`src/rtl/i2c_byte_seq_pkg.sv`:
```
package i2c_byte_seq_pkg;
    typedef enum logic [1:0] {
        ST_IDLE  = 2'd0,
        ST_START = 2'd1,
        ST_XFER  = 2'd2,
        ST_STOP  = 2'd3
    } seq_state_e;

    typedef enum logic [1:0] {
        CMD_OPEN = 2'd0,
        CMD_SEND = 2'd1,
        CMD_RECV = 2'd2,
        CMD_STOP = 2'd3
    } bus_cmd_e;

    localparam int CB_EN  = 15;
    localparam int CB_MST = 10;
    localparam int CB_TRX = 9;
    localparam int CB_XA  = 8;
    localparam int CB_RM  = 2;
    localparam int CB_STP = 1;
    localparam int CB_STT = 0;
    localparam logic [15:0] CTRL_KEEP = 16'hCF87;
endpackage

```
`src/rtl/i2c_byte_seq_buf.sv`:
```
module i2c_byte_seq_buf #(
    parameter int DEPTH = 4,
    parameter int W     = 8,
    localparam int PW   = (DEPTH > 1) ? $clog2(DEPTH) : 1,
    localparam int LW   = $clog2(DEPTH + 1)
) (
    input  logic          clk,
    input  logic          rst_n,
    input  logic          flush,
    input  logic          push,
    input  logic [W-1:0]  push_data,
    input  logic          pop,
    output logic [W-1:0]  head,
    output logic [LW-1:0] level
);
    typedef struct packed {
        logic [DEPTH-1:0][W-1:0] mem;
        logic [PW-1:0]           rp;
        logic [PW-1:0]           wp;
        logic [LW-1:0]           lvl;
    } buf_t;

    buf_t buf_d, buf_q;
    logic do_push, do_pop;

    function automatic logic [PW-1:0] ptr_inc(input logic [PW-1:0] p);
        return (p == PW'(DEPTH - 1)) ? '0 : p + PW'(1);
    endfunction

    always_comb begin
        buf_d   = buf_q;
        do_pop  = pop && (buf_q.lvl != '0);
        do_push = push && (buf_q.lvl < LW'(DEPTH));
        if (flush) begin
            buf_d.rp  = '0;
            buf_d.wp  = '0;
            buf_d.lvl = '0;
        end else begin
            if (do_push) begin
                buf_d.mem[buf_q.wp] = push_data;
                buf_d.wp            = ptr_inc(buf_q.wp);
            end
            if (do_pop) begin
                buf_d.rp = ptr_inc(buf_q.rp);
            end
            buf_d.lvl = buf_q.lvl + LW'(do_push) - LW'(do_pop);
        end
    end

    always_ff @(posedge clk or negedge rst_n) begin
        if (!rst_n) buf_q <= '0;
        else        buf_q <= buf_d;
    end

    assign head  = buf_q.mem[buf_q.rp];
    assign level = buf_q.lvl;


    empty_pop_chk: assert property (@(posedge clk) disable iff (!rst_n)
        (level == '0 && pop && !push && !flush) |=> (level == '0));


    no_overflow_chk: assert property (@(posedge clk) disable iff (!rst_n)
        (level == LW'(DEPTH) && push && !pop && !flush) |=> (level == LW'(DEPTH)));
endmodule

```
`src/rtl/i2c_byte_seq_fsm.sv`:
```
module i2c_byte_seq_fsm
    import i2c_byte_seq_pkg::*;
#(
    parameter int CNT_W = 16,
    parameter int SA_W  = 10,
    parameter int DEPTH = 4,
    localparam int LW   = $clog2(DEPTH + 1)
) (
    input  logic             clk,
    input  logic             rst_n,
    input  logic             ctrl_wr,
    input  logic [15:0]      ctrl_wdata,
    input  logic             cnt_wr,
    input  logic [CNT_W-1:0] cnt_wdata,
    input  logic             sa_wr,
    input  logic [SA_W-1:0]  sa_wdata,
    input  logic [1:0]       stat_clr,
    input  logic             bus_done,
    input  logic             bus_ack,
    input  logic [LW-1:0]    buf_level,
    input  logic [7:0]       buf_head,
    output logic             buf_flush,
    output logic             seq_push,
    output logic             seq_pop,
    output logic [15:0]      ctrl_q,
    output logic [CNT_W-1:0] cnt_cur,
    output logic             bus_req,
    output logic [1:0]       bus_cmd,
    output logic [SA_W-1:0]  bus_addr,
    output logic             bus_rd,
    output logic [7:0]       bus_wbyte,
    output logic             bus_open,
    output logic             ev_ardy,
    output logic             ev_xrdy,
    output logic             ev_rrdy,
    output logic             ev_nack
);
    typedef struct packed {
        seq_state_e       st;
        logic [15:0]      ctrl;
        logic [CNT_W-1:0] cnt;
        logic [CNT_W-1:0] count;
        logic [SA_W-1:0]  sa;
        logic             req;
        bus_cmd_e         cmd;
        logic [7:0]       wbyte;
        logic             rd;
        logic             open;
        logic             ardy;
        logic             nack;
    } seq_t;

    seq_t seq_d, seq_q;
    logic [15:0] wval;
    logic        rm, trx, buf_empty, buf_room;

    assign rm        = seq_q.ctrl[CB_RM];
    assign trx       = seq_q.ctrl[CB_TRX];
    assign buf_empty = (buf_level == '0);
    assign buf_room  = (buf_level < LW'(DEPTH));

    always_comb begin
        seq_d     = seq_q;
        buf_flush = 1'b0;
        seq_push  = 1'b0;
        seq_pop   = 1'b0;
        wval      = ctrl_wdata & CTRL_KEEP;

        if (stat_clr[0]) seq_d.ardy = 1'b0;
        if (stat_clr[1]) seq_d.nack = 1'b0;
        if (cnt_wr)      seq_d.count = cnt_wdata;
        if (sa_wr)       seq_d.sa = sa_wdata;

        case (seq_q.st)
            ST_START: begin
                if (bus_done) begin
                    seq_d.req = 1'b0;
                    if (!bus_ack) begin
                        seq_d.nack         = 1'b1;
                        seq_d.ctrl[CB_STP] = 1'b0;
                        seq_d.open         = 1'b0;
                        seq_d.st           = ST_IDLE;
                    end else begin
                        seq_d.cnt  = seq_q.count;
                        seq_d.open = 1'b1;
                        seq_d.st   = ST_XFER;
                    end
                end
            end
            ST_XFER: begin
                if (seq_q.req) begin
                    if (bus_done) begin
                        seq_d.req = 1'b0;
                        if (seq_q.cmd == CMD_SEND) begin
                            if (bus_ack) begin
                                if (!rm) seq_d.cnt = seq_q.cnt - CNT_W'(1);
                            end else begin
                                seq_d.nack         = 1'b1;
                                seq_d.ctrl[CB_STP] = 1'b0;
                                seq_d.st           = ST_IDLE;
                            end
                        end else begin
                            seq_push = 1'b1;
                            if (!rm) seq_d.cnt = seq_q.cnt - CNT_W'(1);
                        end
                    end
                end else if (seq_q.ctrl[CB_STP] && (rm || seq_q.cnt == '0)) begin
                    seq_d.req = 1'b1;
                    seq_d.cmd = CMD_STOP;
                    seq_d.st  = ST_STOP;
                end else if (!rm && seq_q.cnt == '0) begin
                    seq_d.ardy         = 1'b1;
                    seq_d.ctrl[CB_MST] = 1'b0;
                    seq_d.st           = ST_IDLE;
                end else if (trx && !buf_empty) begin
                    seq_d.req   = 1'b1;
                    seq_d.cmd   = CMD_SEND;
                    seq_d.wbyte = buf_head;
                    seq_pop     = 1'b1;
                end else if (!trx && buf_room) begin
                    seq_d.req = 1'b1;
                    seq_d.cmd = CMD_RECV;
                end
            end
            ST_STOP: begin
                if (bus_done) begin
                    seq_d.req          = 1'b0;
                    seq_d.ctrl[CB_STP] = 1'b0;
                    seq_d.cnt          = seq_q.count;
                    seq_d.open         = 1'b0;
                    seq_d.st           = ST_IDLE;
                    if (trx) buf_flush = 1'b1;
                end
            end
            default: ;
        endcase

        if (ctrl_wr) begin
            if (!wval[CB_EN]) begin
                seq_d     = '0;
                buf_flush = 1'b1;
                seq_push  = 1'b0;
                seq_pop   = 1'b0;
            end else begin
                seq_d.ctrl = wval;
                if (seq_q.st == ST_IDLE && wval[CB_STT] && wval[CB_MST] && !wval[CB_XA]) begin
                    seq_d.ctrl[CB_STT] = 1'b0;
                    seq_d.st           = ST_START;
                    seq_d.req          = 1'b1;
                    seq_d.cmd          = CMD_OPEN;
                    seq_d.rd           = !wval[CB_TRX];
                    buf_flush          = 1'b1;
                end
            end
        end
    end

    always_ff @(posedge clk or negedge rst_n) begin
        if (!rst_n) seq_q <= '0;
        else        seq_q <= seq_d;
    end

    assign ctrl_q    = seq_q.ctrl;
    assign cnt_cur   = seq_q.cnt;
    assign bus_req   = seq_q.req;
    assign bus_cmd   = seq_q.cmd;
    assign bus_addr  = seq_q.sa;
    assign bus_rd    = seq_q.rd;
    assign bus_wbyte = seq_q.wbyte;
    assign bus_open  = seq_q.open;
    assign ev_ardy   = seq_q.ardy;
    assign ev_nack   = seq_q.nack;
    assign ev_xrdy   = (seq_q.st == ST_XFER) && trx && !seq_q.req && buf_empty &&
                       (rm || seq_q.cnt != '0);
    assign ev_rrdy   = !trx && !buf_empty;


    req_hold_chk: assert property (@(posedge clk) disable iff (!rst_n)
        (bus_req && !bus_done && !ctrl_wr) |=> (bus_req && $stable(bus_cmd)));


    start_clear_chk: assert property (@(posedge clk) disable iff (!rst_n)
        (seq_q.st == ST_START) |-> !ctrl_q[CB_STT]);


    cnt_step_chk: assert property (@(posedge clk) disable iff (!rst_n)
        (seq_q.st == ST_XFER && !ctrl_wr) |=>
        (cnt_cur == $past(cnt_cur) || cnt_cur == $past(cnt_cur) - CNT_W'(1)));


    repeat_cnt_chk: assert property (@(posedge clk) disable iff (!rst_n)
        (seq_q.st == ST_XFER && rm && !ctrl_wr) |=> $stable(cnt_cur));


    nack_stop_chk: assert property (@(posedge clk) disable iff (!rst_n)
        ($rose(ev_nack) && !$past(ctrl_wr)) |-> !ctrl_q[CB_STP]);


    ardy_master_chk: assert property (@(posedge clk) disable iff (!rst_n)
        ($rose(ev_ardy) && !$past(ctrl_wr)) |-> (!ctrl_q[CB_MST] && bus_open));
endmodule

```
`src/rtl/i2c_byte_seq.sv`:
```
module i2c_byte_seq #(
    parameter int CNT_W = 16,
    parameter int SA_W  = 10,
    parameter int DEPTH = 4,
    localparam int LW   = $clog2(DEPTH + 1)
) (
    input  logic             clk,
    input  logic             rst_n,
    input  logic             ctrl_wr,
    input  logic [15:0]      ctrl_wdata,
    input  logic             cnt_wr,
    input  logic [CNT_W-1:0] cnt_wdata,
    input  logic             sa_wr,
    input  logic [SA_W-1:0]  sa_wdata,
    input  logic [1:0]       stat_clr,
    input  logic             tx_push,
    input  logic [7:0]       tx_data,
    input  logic             rx_pop,
    output logic [7:0]       rx_data,
    output logic [LW-1:0]    buf_level,
    output logic [15:0]      ctrl_q,
    output logic [CNT_W-1:0] cnt_cur,
    output logic             bus_req,
    output logic [1:0]       bus_cmd,
    output logic [SA_W-1:0]  bus_addr,
    output logic             bus_rd,
    output logic [7:0]       bus_wbyte,
    input  logic             bus_done,
    input  logic             bus_ack,
    input  logic [7:0]       bus_rbyte,
    output logic             bus_open,
    output logic             ev_ardy,
    output logic             ev_xrdy,
    output logic             ev_rrdy,
    output logic             ev_nack
);
    logic       buf_flush, seq_push, seq_pop;
    logic       any_push, any_pop;
    logic [7:0] push_byte, head;

    assign any_push  = seq_push || tx_push;
    assign push_byte = seq_push ? bus_rbyte : tx_data;
    assign any_pop   = seq_pop || rx_pop;
    assign rx_data   = head;

    i2c_byte_seq_buf #(.DEPTH(DEPTH), .W(8)) u_buf (
        .clk       (clk),
        .rst_n     (rst_n),
        .flush     (buf_flush),
        .push      (any_push),
        .push_data (push_byte),
        .pop       (any_pop),
        .head      (head),
        .level     (buf_level)
    );

    i2c_byte_seq_fsm #(.CNT_W(CNT_W), .SA_W(SA_W), .DEPTH(DEPTH)) u_fsm (
        .clk        (clk),
        .rst_n      (rst_n),
        .ctrl_wr    (ctrl_wr),
        .ctrl_wdata (ctrl_wdata),
        .cnt_wr     (cnt_wr),
        .cnt_wdata  (cnt_wdata),
        .sa_wr      (sa_wr),
        .sa_wdata   (sa_wdata),
        .stat_clr   (stat_clr),
        .bus_done   (bus_done),
        .bus_ack    (bus_ack),
        .buf_level  (buf_level),
        .buf_head   (head),
        .buf_flush  (buf_flush),
        .seq_push   (seq_push),
        .seq_pop    (seq_pop),
        .ctrl_q     (ctrl_q),
        .cnt_cur    (cnt_cur),
        .bus_req    (bus_req),
        .bus_cmd    (bus_cmd),
        .bus_addr   (bus_addr),
        .bus_rd     (bus_rd),
        .bus_wbyte  (bus_wbyte),
        .bus_open   (bus_open),
        .ev_ardy    (ev_ardy),
        .ev_xrdy    (ev_xrdy),
        .ev_rrdy    (ev_rrdy),
        .ev_nack    (ev_nack)
    );
endmodule

```
`config.mk`:
```
export PLATFORM = sky130hd
export DESIGN_NAME = i2c_byte_seq
export DESIGN_NICKNAME = d
export VERILOG_FILES = /design/src/rtl/i2c_byte_seq_pkg.sv /design/src/rtl/i2c_byte_seq_buf.sv /design/src/rtl/i2c_byte_seq_fsm.sv /design/src/rtl/i2c_byte_seq.sv
export SDC_FILE = /design/constraint.sdc
export NUM_CORES = 1
export LEC_CHECK = 0
export BUFFER_PORTS_ARGS = -buffer_cell sky130_fd_sc_hd__buf_2
export CORE_MARGIN = 4
export CORE_UTILIZATION = 49
export CTS_CLUSTER_SIZE = 30
export DETAILED_ROUTE_END_ITERATION = 10
export HOLD_SLACK_MARGIN = 0.1
export PLACE_DENSITY = 0.7
export SKIP_LAST_GASP = 1
export SLEW_MARGIN = 15
export SYNTH_ARGS = -nofsm -noshare
export SYNTH_HDL_FRONTEND = slang
export SYNTH_SLANG_ARGS = --single-unit
```
`constraint.sdc`:
```
create_clock -name clk -period 8.05 [get_ports clk]
set_clock_uncertainty 0.2 [all_clocks]
set_input_delay 2.0125 -clock clk [delete_from_list [all_inputs] [get_ports clk]]
set_output_delay 2.0125 -clock clk [all_outputs]
set_load 0.005 [all_outputs]
```
---- After elaboration in Yosys (flattened, before gate mapping) ----
Cells that the tools add are included.
operators by class
  reductions and logical operators ........ 40
  equality and inequality tests ........... 14
  mux-type cells .......................... 101
  $add $sub $neg .......................... 5
  $lt $le $gt $ge ......................... 4
  bitwise gates (word level) .............. 1
operators with widths
  kind                                                                   count
  16-bit two-way mux                                                     9
  75-bit two-way mux                                                     1
  1-bit two-way mux                                                      49
  8-bit two-way mux                                                      6
  16-bit case mux with 3 select lines                                    1
  42-bit two-way mux                                                     1
  32-bit bitwise mux                                                     1
  10-bit two-way mux                                                     3
  2-bit two-way mux                                                      14
  18-bit two-way mux                                                     1
  3-bit two-way mux                                                      6
  8-bit binary-select mux with 2-bit select                              1
  8-bit demux with 2-bit select                                          1
  16-bit logical NOT                                                     1
  16-bit nonzero test                                                    1
  16-bit by 1-bit subtractor with 16-bit output (second input constant)  1
  1-bit logical AND                                                      15
  11-bit two-way mux                                                     1
  3-bit != test (second input constant)                                  3
  2-bit equality test (second input constant)                            4
  2-bit nonzero test                                                     4
  7-bit two-way mux                                                      1
  1-bit logical NOT                                                      6
  2-bit by 3-bit < comparator with 1-bit output (second input constant)  2
  22 further kinds                                                       32
word-level totals
  output and inout port bits .............. 70
  register bits ........................... 114
  logic and storage cells ................. 186

---- Logic depth before layout (Yosys ltp) ----
  depth after elaboration ................. 14
  gate-level depth with buffers ........... 13

---- By module ----
From an unflattened synthesis, not the netlist that was laid out.
unflattened totals
  cell total of the unflattened synthesis .. 581
  area, all modules ....................... 6202.2 µm²
modules (own cells, without submodules)
  module            sequential area each (µm²)  instances  area each (µm²)  cells each
  i2c_byte_seq_fsm  1726.7                      1          4199.0           452
  i2c_byte_seq_buf  975.9                       1          1859.3           118
  i2c_byte_seq      0.0                         1          143.9            11

---- Worst setup path after synthesis ----
OpenSTA, ideal clock, no wires.
  path kind ............................... input to register
  start ................................... in ctrl_wr
  end ..................................... reg u_buf.buf_q (netlist bit u_buf.level[1])
  data arrival time ....................... 4017 ps
  cell stages on the path ................. 8
  setup slack ............................. 3714 ps
  required time ........................... 7731 ps
  path through ............................ nor2b_1 -> clkbuf_1 -> o41ai_1 -> ha_1 -> inv_1 -> ha_1 -> fa_1 -> and2_1
RTL lines
  item                  RTL line                RTL
  from (decl)           i2c_byte_seq.sv:9       input logic ctrl_wr,
  to (signal assigned)  i2c_byte_seq_buf.sv:52  else buf_q <= buf_d;
  to (decl)             i2c_byte_seq_buf.sv:23  buf_t buf_d, buf_q;

---- Final worst setup path ----
  start ................................... reg u_fsm.seq_q[73] (netlist name)
  end ..................................... out ev_xrdy
on the way
  word-level cells in the longest chain between the ends .. 5
RTL lines
  item                             RTL line                 RTL
  from (decl)                      i2c_byte_seq_fsm.sv:53   seq_t seq_d, seq_q;
  from (signal assigned)           i2c_byte_seq_fsm.sv:160  else seq_q <= seq_d;
  2-bit equality test              i2c_byte_seq_fsm.sv:173  assign ev_xrdy = (seq_q.st == ST_XFER) && trx && !seq_q.req && buf_empty &&
  1-bit logical AND (4 in series)  i2c_byte_seq_fsm.sv:173
  to (decl)                        i2c_byte_seq.sv:33       output logic ev_xrdy,
No other way between the ends.

==> results.toml <==
[power_and_ir_drop]
vdd_drop_max_mv = 0.181
p_leak_uw = 0.00330
sw_frac_of_total = 0.333
p_int_uw = 1110
pwr-share-clk = 0.278
power_frac_seq = 0.446
power_density_nw_per_um2 = 250
switchingPower_uw = 554
combinationalPowerShare = 0.276

[grt]
track_usage = 0.205
grt_pass1_vias = 4785
grt_pass1_wl_mm = 23.7
grt_max_degree = 86
grt_overflow = 0
antenna_found_initial = 0

[critical_path]
path_buf_inv = 2
cp_top_family = "simple AND/OR/NAND/NOR gates"
path_class = "register to output pin"
r2r_slack_ps = 3850
crit_fanout = 19
start_kind = "register"
crit_path_end_kind = "output pin"
cp.required_ps = 5840
r2r-end = "u_buf.level[1]"
crit_slowest_cell = "ha_1"
path_cells = "inv_1 > ha_1 > nor2b_1 > o211ai_2 > nor2_1 > buf_2"
rr_worst_depth = 10
r2r-start = "u_fsm.seq_q[73]"
cp.arrival_ps = 2710
crit_cells = 6
slowest_delay_ps = 610

[finish]
synthToLayoutAreaGrowth_pct = 10.4
drive_above_1_share = 0.240
diodes = 0
finish.utilization = 0.553
layout_commonest_cell = "buf_2"
final_nets = 754
final_cell_mix = "buf_2 (125), dfrtp_1 (108), nor2_1 (56)"

[floorplanning]
die_x_um = 119
std_cell_rows = 40
floorplan.initialDensity = 0.501
die-height_um = 119
dieArea_sq_um = 14100
core_area_sq_um = 12000
ios = 139

[sta]
finalCritPeriodShare = 0.611
min_period_ps = 4920
fmax_ghz = 0.203
worst_pin_slew_ps = 1090
rsz0062_at_grt = "no"
finalSetupTns_ps = 0
hold_viol = 0
setup_ws_ps = 3130
setup_violations = 0
slew_viol_final = 0
relSlewSlack = 0.272

[logic_synthesis]
synth_edf_count = 0
postSynthAreaPerCell_sq_um = 9.78
synth-seq-cells = 108
synth_cell_types = 60
synth_cells = 616
yosysWarningCount = 0
ys.flop_type = "dfrtp_1"
ys_seq_area_frac = 0.449
syn_area_sq_um = 6020
postSynth.asyncResetShare = 1.00

[hold_path]
hp-class = "register to register"
hold_start = "u_buf.buf_q[31]"
holdPathStages = 2
hold_end = "u_buf.buf_q[31]"

[clocking]
cts-root-buf = "clkbuf_16"
cts-buffers-inserted = 9
clockBufferDepth = 2
post_cts_resized = 0
path_clk_slew_ps = 80
cts_tree = "built"
cts_setup_buffers = 0
clk_latency_ps = 360
htreeDepth = 3
clock_sinks = 108
ctsHoldBuffers = 0

[routing]
vias = 4771
detail_route.wl_per_cell_um = 17.5
first_pass_iters = 4
drcViolationCount = 0
drt-total-wl_mm = 14.4
drtIter0Drc = 270
vias_per_cell = 5.80
drtAntennaViolNets = 0

[run]
drv_cap = 0

[place]
port_buffers = 126
dp_hpwl_mm = 10.2
finalWeightedCongestion = 0.858
dp_slack_ps = 3200

[outcome]
status = "finished, final reports clean"
[state kept, by name, indices dropped and copies added (netlist names)]
register / cells
u_buf.buf_q: 36
u_buf.level: 3
u_fsm.bus_addr: 10
u_fsm.bus_cmd: 2
u_fsm.bus_open: 1
u_fsm.bus_rd: 1
u_fsm.bus_req: 1
u_fsm.bus_wbyte: 8
u_fsm.cnt_cur: 16
u_fsm.ctrl_q: 10
u_fsm.ev_ardy: 1
u_fsm.ev_nack: 1
u_fsm.seq_q: 18
[worst reg2reg max path, cell delays in order, from the launching register on]
cell and delay, ps:
dfrtp_1 430, inv_1 120, ha_1 610, nor2b_1 550, o211ai_2 360, o41ai_1 700
ha_1 360, inv_1 50, ha_1 150, fa_1 410, and2_1 140
[through the flow]
stage	power (uW)	instance area [sq um]	instances	hold WS, ps
3_5_place_dp	1210	6340	806	267
5_1_grt	1770	6650	822	307
2_1_floorplan	1050	6040	621	245
3_3_place_gp	1180	6340	806	257
4_1_cts	1680	6640	822	284
6_report	1660	6650	822	281
[worst max path at each step]
stage / from / endpoint / slack (ps)
after CTS: u_fsm.seq_q[73] / ev_xrdy / 3120
after global placement: ctrl_wr / u_buf.level[1] / 3260
after detailed placement: ctrl_wr / u_buf.level[1] / 3200
final: u_fsm.seq_q[73] / ev_xrdy / 3130
after floorplan: ctrl_wr / u_buf.level[1] / 3710
after global routing: u_fsm.seq_q[73] / ev_xrdy / 2930
[kinds of logic after synthesis]
family          synth area share
mux                        0.102
compound gates             0.162
buf+inv                    0.104
fa+ha+maj                 0.0324
flops                      0.449
other cells             0.000623
xor+xnor                 0.00291
simple gates               0.147
[power by group through the flow]
stage / Combinational, uW / Sequential, uW / Clock (uW)
2_1_floorplan: 343 / 709 / 0
4_1_cts: 464 / 741 / 471
3_3_place_gp: 439 / 743 / 0
6_report: 459 / 741 / 462
3_5_place_dp: 461 / 752 / 0
5_1_grt: 521 / 758 / 492
[synthesized netlist by cell type, types with 2 or more instances]
master | n | area share
dfrtp_1 | 108 | 0.45
buf_4 | 56 | 0.070
nor2_1 | 56 | 0.035
nand2_1 | 55 | 0.034
o21ai_0 | 44 | 0.037
mux2i_1 | 42 | 0.070
clkbuf_1 | 30 | 0.019
a21oi_1 | 25 | 0.021
inv_1 | 17 | 0.011
ha_1 | 14 | 0.029
nand4_1 | 12 | 0.012
o31ai_1 | 11 | 0.014
nand3_1 | 10 | 0.0083
a22o_1 | 9 | 0.013
nor2b_1 | 9 | 0.0093
mux4_2 | 8 | 0.030
o22ai_1 | 8 | 0.0083
a22oi_1 | 7 | 0.0087
nor3_1 | 7 | 0.0058
nand2b_1 | 6 | 0.0062
and2_1 | 5 | 0.0052
o211ai_1 | 5 | 0.0062
a21boi_0 | 4 | 0.0050
a21o_1 | 4 | 0.0050
a221oi_1 | 4 | 0.0058
a31oi_1 | 4 | 0.0042
and3_1 | 4 | 0.0042
buf_1 | 4 | 0.0025
nand4b_1 | 4 | 0.0058
a211oi_1 | 3 | 0.0037
a32o_1 | 3 | 0.0050
or3_1 | 3 | 0.0031
a222oi_1 | 2 | 0.0033
a32oi_1 | 2 | 0.0029
and4b_1 | 2 | 0.0033
nor4_1 | 2 | 0.0021
o21ai_1 | 2 | 0.0017
or4_1 | 2 | 0.0025
or4_4 | 2 | 0.0037
[routing by layer]
layer	share of wire	wire [um]	GRT usage
met3	0.055	789	0.0489
met2	0.48	6950	0.340
met4	0.024	340	0.0847
met1	0.44	6280	0.259
met5	0	0	0
[final cells by class]
cell class                 count  area (sq um)
timing repair buffer         130           667
tap                          147           184
fill                        1077          5360
sequential                   108          2700
clock buffer                   9           225
inverter                      17          63.8
multi-input combinational    404          2720
clock inverter                 7          82.6
Note: power is estimated with default switching activity, not from simulation.
